[src/rtl/pc_pkg.sv]
package pc_pkg;
  typedef enum logic [1:0] {
    PD_REL = 2'd0,
    PD_UP  = 2'd1,
    PD_DN  = 2'd2
  } pd_state_t;

  localparam int CH_REF = 0;
  localparam int CH_CMP = 1;
  localparam int N_CH   = 2;
endpackage

[src/rtl/pc_sync_edge.sv]
module pc_sync_edge #(
  parameter int STAGES = 2
) (
  input  logic clk,
  input  logic rst,
  input  logic din,
  output logic level,
  output logic rise
);
  logic [STAGES-1:0] chain;
  logic              last;

  always_ff @(posedge clk) begin
    if (rst) begin
      chain <= '0;
      last  <= 1'b0;
    end else begin
      chain <= {chain[STAGES-2:0], din};
      last  <= chain[STAGES-1];
    end
  end

  assign level = chain[STAGES-1];
  assign rise  = chain[STAGES-1] & ~last;
endmodule

[src/rtl/pc_edge_det.sv]
module pc_edge_det
  import pc_pkg::*;
(
  input  logic clk,
  input  logic rst,
  input  logic ref_rise,
  input  logic cmp_rise,
  output logic drive,
  output logic oe,
  output logic lock
);
  pd_state_t st, st_nx;

  always_comb begin
    st_nx = st;
    if (ref_rise && cmp_rise) begin
      st_nx = PD_REL;
    end else begin
      unique case (st)
        PD_REL: begin
          if (ref_rise)      st_nx = PD_UP;
          else if (cmp_rise) st_nx = PD_DN;
        end
        PD_UP:   if (cmp_rise) st_nx = PD_REL;
        PD_DN:   if (ref_rise) st_nx = PD_REL;
        default: st_nx = PD_REL;
      endcase
    end
  end

  always_ff @(posedge clk) begin
    if (rst) begin
      st    <= PD_REL;
      drive <= 1'b0;
      oe    <= 1'b0;
      lock  <= 1'b1;
    end else begin
      st    <= st_nx;
      drive <= (st_nx == PD_UP);
      oe    <= (st_nx != PD_REL);
      lock  <= (st_nx == PD_REL);
    end
  end
endmodule

[src/rtl/pc_sr_det.sv]
module pc_sr_det (
  input  logic clk,
  input  logic rst,
  input  logic ref_rise,
  input  logic cmp_rise,
  output logic q
);
  always_ff @(posedge clk) begin
    if (rst)           q <= 1'b0;
    else if (cmp_rise) q <= 1'b0;
    else if (ref_rise) q <= 1'b1;
  end
endmodule

[src/rtl/phase_cmp_unit.sv]
module phase_cmp_unit
  import pc_pkg::*;
#(
  parameter int SYNC_STAGES = 2
) (
  input  logic clk,
  input  logic rst,
  input  logic ref_in,
  input  logic cmp_in,
  output logic xor_err,
  output logic pfd_drive,
  output logic pfd_oe,
  output logic lock_flag,
  output logic sr_err
);
  logic [N_CH-1:0] raw, lvl, rse;

  assign raw[CH_REF] = ref_in;
  assign raw[CH_CMP] = cmp_in;

  for (genvar i = 0; i < N_CH; i++) begin : g_in
    pc_sync_edge #(.STAGES(SYNC_STAGES)) u_se (
      .clk  (clk),
      .rst  (rst),
      .din  (raw[i]),
      .level(lvl[i]),
      .rise (rse[i])
    );
  end

  always_ff @(posedge clk) begin
    if (rst) xor_err <= 1'b0;
    else     xor_err <= lvl[CH_REF] ^ lvl[CH_CMP];
  end

  pc_edge_det u_pfd (
    .clk     (clk),
    .rst     (rst),
    .ref_rise(rse[CH_REF]),
    .cmp_rise(rse[CH_CMP]),
    .drive   (pfd_drive),
    .oe      (pfd_oe),
    .lock    (lock_flag)
  );

  pc_sr_det u_sr (
    .clk     (clk),
    .rst     (rst),
    .ref_rise(rse[CH_REF]),
    .cmp_rise(rse[CH_CMP]),
    .q       (sr_err)
  );
endmodule

[config.mk]
export PLATFORM = sky130hd
export DESIGN_NAME = phase_cmp_unit
export DESIGN_NICKNAME = d
export VERILOG_FILES = /design/src/rtl/pc_pkg.sv /design/src/rtl/pc_sync_edge.sv /design/src/rtl/pc_edge_det.sv /design/src/rtl/pc_sr_det.sv /design/src/rtl/phase_cmp_unit.sv
export SDC_FILE = /design/constraint.sdc
export NUM_CORES = 1
export LEC_CHECK = 0
export BUFFER_PORTS_ARGS = -buffer_cell sky130_fd_sc_hd__buf_2
export CAP_MARGIN = 40
export CORE_AREA = 2 2 39 41
export CTS_BUF_LIST = sky130_fd_sc_hd__clkbuf_4
export DETAILED_ROUTE_END_ITERATION = 12
export DIE_AREA = 0 0 41 43
export GPL_ROUTABILITY_DRIVEN = 0
export PLACE_DENSITY = 0.62
export SYNTH_ARGS = -nofsm -noshare
export SYNTH_HDL_FRONTEND = slang
export SYNTH_SLANG_ARGS = --single-unit
[constraint.sdc]
create_clock -name clk -period 1.4 [get_ports clk]
set_clock_uncertainty 0.2 [all_clocks]
set_input_delay 0.07 -clock clk [delete_from_list [all_inputs] [get_ports clk]]
set_output_delay 0.07 -clock clk [all_outputs]
set_load 0.02 [all_outputs]
==> metrics.txt <==
# TYPE chip_impl_metric gauge
chip_impl_metric{name="fraction_of_final_layout_cells_sized_beyond_drive_strength_1",unit="%"} 36.73
chip_impl_metric{name="clock_path_buffers",unit=""} 2
chip_impl_info{name="worst_setup_sp_type",value="flip-flop"} 1
chip_impl_metric{name="die_area",unit="mm^2"} 0.001763
chip_impl_info{name="cts-root-buf",value="sky130_fd_sc_hd__clkbuf_4"} 1
chip_impl_metric{name="drt_iter0_drcs",unit=""} 1
chip_impl_metric{name="p_sw_share",unit="%"} 22.07
chip_impl_metric{name="row_count",unit=""} 14
chip_impl_metric{name="timing.final.ws_setup",unit="ns"} 0.2101
chip_impl_metric{name="synth_nets",unit=""} 39
chip_impl_metric{name="grt_start_max_net_pins",unit=""} 12
chip_impl_metric{name="drt_drc_violations_left",unit=""} 0
chip_impl_metric{name="final_min_period_over_clock_period",unit="%"} 84.99
chip_impl_metric{name="seqPwrFrac",unit="%"} 55.9
chip_impl_metric{name="htree_levels",unit=""} 1
chip_impl_metric{name="start_util",unit="%"} 31.46
chip_impl_metric{name="antenna_found_initial",unit=""} 0
chip_impl_metric{name="yosysUniqueCellTypes",unit=""} 16
chip_impl_metric{name="synth_largest_type_area_fraction",unit="%"} 59.77
chip_impl_metric{name="drt_first_pass_iters",unit=""} 2
chip_impl_info{name="cp-end-kind",value="flip-flop"} 1
chip_impl_metric{name="antenna_cells_inserted",unit=""} 0
chip_impl_metric{name="quantity_of_gates_resized_following_cts",unit=""} 0
chip_impl_metric{name="max_slew_headroom_at_the_worst_pin",unit="%"} 83.54
chip_impl_metric{name="final-setup-viol-count",unit=""} 0
chip_impl_metric{name="vias",unit=""} 280
chip_impl_metric{name="internal_power",unit="uW"} 551.3
chip_impl_metric{name="yosys_warnings",unit=""} 0
chip_impl_metric{name="design.portCount",unit=""} 9
chip_impl_metric{name="nFillCells",unit=""} 140
chip_impl_metric{name="cts_made_buffers",unit=""} 3
chip_impl_metric{name="clkLatencyLatePin",unit="ns"} 0.27
chip_impl_metric{name="grt_pass1_vias",unit=""} 219
chip_impl_metric{name="worst_voltage_drop_across_the_vdd_grid",unit="uV"} 625.3
chip_impl_metric{name="fmaxAchievable",unit="MHz"} 840.4
chip_impl_metric{name="static-leakage-power",unit="nW"} 0.2299
chip_impl_metric{name="dp_slack",unit="ns"} 0.2134
chip_impl_metric{name="synth_area",unit="um^2"} 435.4
chip_impl_metric{name="worst_ep_required_time",unit="ns"} 1.37
chip_impl_info{name="cell_with_the_largest_stage_delay_on_the_worst_path",value="sky130_fd_sc_hd__dfxtp_1"} 1
chip_impl_metric{name="powerDensity",unit="mW/mm^2"} 1285
chip_impl_metric{name="holdBufCountCts",unit=""} 3
chip_impl_info{name="post-synth-top-area-cell",value="sky130_fd_sc_hd__dfxtp_1"} 1
chip_impl_info{name="tritoncts",value="yes"} 1
chip_impl_metric{name="synth.avg_cell_area",unit="um^2"} 12.44
chip_impl_metric{name="drt.antenna.violating_nets",unit=""} 0
chip_impl_metric{name="flow.area_growth_from_synthesis",unit="%"} 26.44
chip_impl_metric{name="place.detailed.hpwl",unit="um"} 384.9
chip_impl_metric{name="overall_die_height",unit="um"} 43
chip_impl_metric{name="grt-ovfl-total",unit=""} 0
chip_impl_metric{name="finalSetupTns",unit="ns"} 0
chip_impl_metric{name="timing.max_cap.violations",unit=""} 0
chip_impl_metric{name="grt_first_pass_wirelength",unit="um"} 924
chip_impl_metric{name="tightestPinTransition",unit="ns"} 0.2464
chip_impl_metric{name="routed_wire_length_per_instance",unit="um"} 8.908
chip_impl_info{name="crit_type",value="reg2reg"} 1
chip_impl_metric{name="combinationalPowerShare",unit="%"} 9.7
chip_impl_metric{name="detail_route.wirelength",unit="um"} 579
chip_impl_metric{name="netlist_instances",unit=""} 35
chip_impl_metric{name="cts.sinks",unit=""} 13
chip_impl_metric{name="timing.critical_path.arrival",unit="ns"} 1.16
chip_impl_metric{name="path_max_fanout",unit=""} 5
chip_impl_metric{name="postCtsSetupRepairBufs",unit=""} 0
chip_impl_info{name="critical_path.cell_chain",value="nor2b_4, o211a_1, o21a_1"} 1
chip_impl_metric{name="globalRouteTotalUtil",unit="%"} 8.779
chip_impl_info{name="timing.hold.worst.class",value="reg2reg"} 1
chip_impl_metric{name="place.port_buffers",unit=""} 8
chip_impl_metric{name="ys_seq_area_share",unit="%"} 59.77
chip_impl_metric{name="clkPwrFrac",unit="%"} 34.4
chip_impl_metric{name="final_max_slew_viols",unit=""} 0
chip_impl_metric{name="core",unit="mm^2"} 0.001384
chip_impl_metric{name="ys_ff_latch",unit=""} 13
chip_impl_metric{name="worst_setup_hold_path_clk_slew",unit="ns"} 0.07
chip_impl_metric{name="viasPerCell",unit=""} 4.308
chip_impl_metric{name="report.final.hold_viol_count",unit=""} 0
chip_impl_info{name="unrepaired_setup_endpoints_after_global_routing",value="no"} 1
chip_impl_metric{name="total_switching_power",unit="uW"} 156.2
chip_impl_metric{name="die_w",unit="um"} 41
chip_impl_metric{name="period_needed",unit="ns"} 1.190
chip_impl_info{name="post_synth_main_area_contributors",value="sky130_fd_sc_hd__dfxtp_1, sky130_fd_sc_hd__nor2b_1, sky130_fd_sc_hd__a2111oi_2"} 1
chip_impl_info{name="status",value="finished, final reports clean"} 1
chip_impl_metric{name="nNetsFinal",unit=""} 54
chip_impl_metric{name="cpPeakStageDelay",unit="ns"} 0.33
[power groups by stage]
stage / clock network (mW) / logic (mW) / registers (mW)
after floorplan: 0 / 0.0346 / 0.416
after global placement: 0 / 0.0623 / 0.404
final: 0.243 / 0.0686 / 0.396
after CTS: 0.252 / 0.0695 / 0.396
after detailed placement: 0 / 0.0631 / 0.405
after global routing: 0.269 / 0.0751 / 0.398
[path summary, 6_finish.rpt]
check        depth (start not counted)               endpoint  slack, ns                  start
min                                  1  g_in[1].u_se.chain[1]       0.24  g_in[1].u_se.chain[0]
min reg2reg                          1  g_in[1].u_se.chain[1]       0.24  g_in[1].u_se.chain[0]
max                                  3               u_pfd.oe       0.21  g_in[1].u_se.chain[1]
max reg2reg                          3               u_pfd.oe       0.21  g_in[1].u_se.chain[1]
[worst max-delay path: cells and delay by family (launching register included)]
kind             cells  cell delay, ns
AO/OA/AOI/OAI        2            0.41
flip-flops           1            0.33
AND/OR/NAND/NOR      1            0.15
[synth_stat cells, drive strengths merged]
library cell  number
and2               1
inv                3
nor2               1
a211oi             2
o211a              1
clkbuf             1
o21ai              1
nor2b              7
nand2b             1
o21a               1
a2111oi            2
dfxtp             13
xnor2              1
[cell usage in the layout, fill, tap and decap left out]
cell	instances
sky130_fd_sc_hd__a2111oi_2	2
sky130_fd_sc_hd__a211oi_1	1
sky130_fd_sc_hd__a211oi_2	1
sky130_fd_sc_hd__and2_1	1
sky130_fd_sc_hd__buf_2	8
sky130_fd_sc_hd__clkbuf_4	4
sky130_fd_sc_hd__dfxtp_1	13
sky130_fd_sc_hd__dlygate4sd3_1	3
sky130_fd_sc_hd__inv_1	3
sky130_fd_sc_hd__nand2b_4	1
sky130_fd_sc_hd__nor2_1	1
sky130_fd_sc_hd__nor2b_1	5
sky130_fd_sc_hd__nor2b_2	1
sky130_fd_sc_hd__nor2b_4	1
sky130_fd_sc_hd__o211a_1	1
sky130_fd_sc_hd__o21a_1	1
sky130_fd_sc_hd__o21ai_1	1
sky130_fd_sc_hd__xnor2_1	1
[cells by family (layout without fill, tap and decap cells)]
family                    after synthesis  in the layout  share of synthesized area, %
DFF                                    13             13                         59.77
buffers and inverters                   4             18                         3.734
xor gates and xnor gates                1              1                         2.012
AOI/OAI and AO/OA                       7              7                         16.67
and+or+nand+nor                        10             10                         17.82
[area by class of cell]
class,count,area [um^2],share of cell area (%)
well taps,16,20.02,3.636
inverters,3,11.26,2.045
repair buffers,11,70.07,12.73
multi-input cells,18,158.9,28.86
clock buffers,4,30.03,5.455
flip-flops and latches,13,260.3,47.27
[layer usage]
layer | GRT usage [%] | part of all wire [%] | vias up | routed length (um)
met4 | 4.000 | 0 | 0 | 0
met2 | 10.00 | 44 | 10 | 254
li1 | - | - | 143 | -
met3 | 9.424 | 9.8 | 0 | 57
met1 | 10.13 | 46 | 127 | 267
met5 | 0 | 0 | - | 0
[stage by stage]
stage,instance area [um^2],total power [mW],cells,hold WS [ns],util (%)
floorplan,435.4,0.4506,35,-0.05400,-
global placement,490.5,0.4667,58,0.07901,35.44
detailed placement,490.5,0.4677,58,0.08732,35.44
CTS,550.5,0.7177,65,0.2416,39.78
global route,550.5,0.7426,65,0.2694,39.78
finish,550.5,0.7075,65,0.2365,39.78
[flip-flops by register name (all words and copies together), names as in the netlist]
signal and flops:
u_pfd.drive 1, g_in.u_se.last 2, u_pfd.st 2, u_sr.q 1, u_pfd.lock 1, u_pfd.oe 1
xor_err 1, g_in.u_se.chain 4
Note: power is estimated with default switching activity, not from simulation.
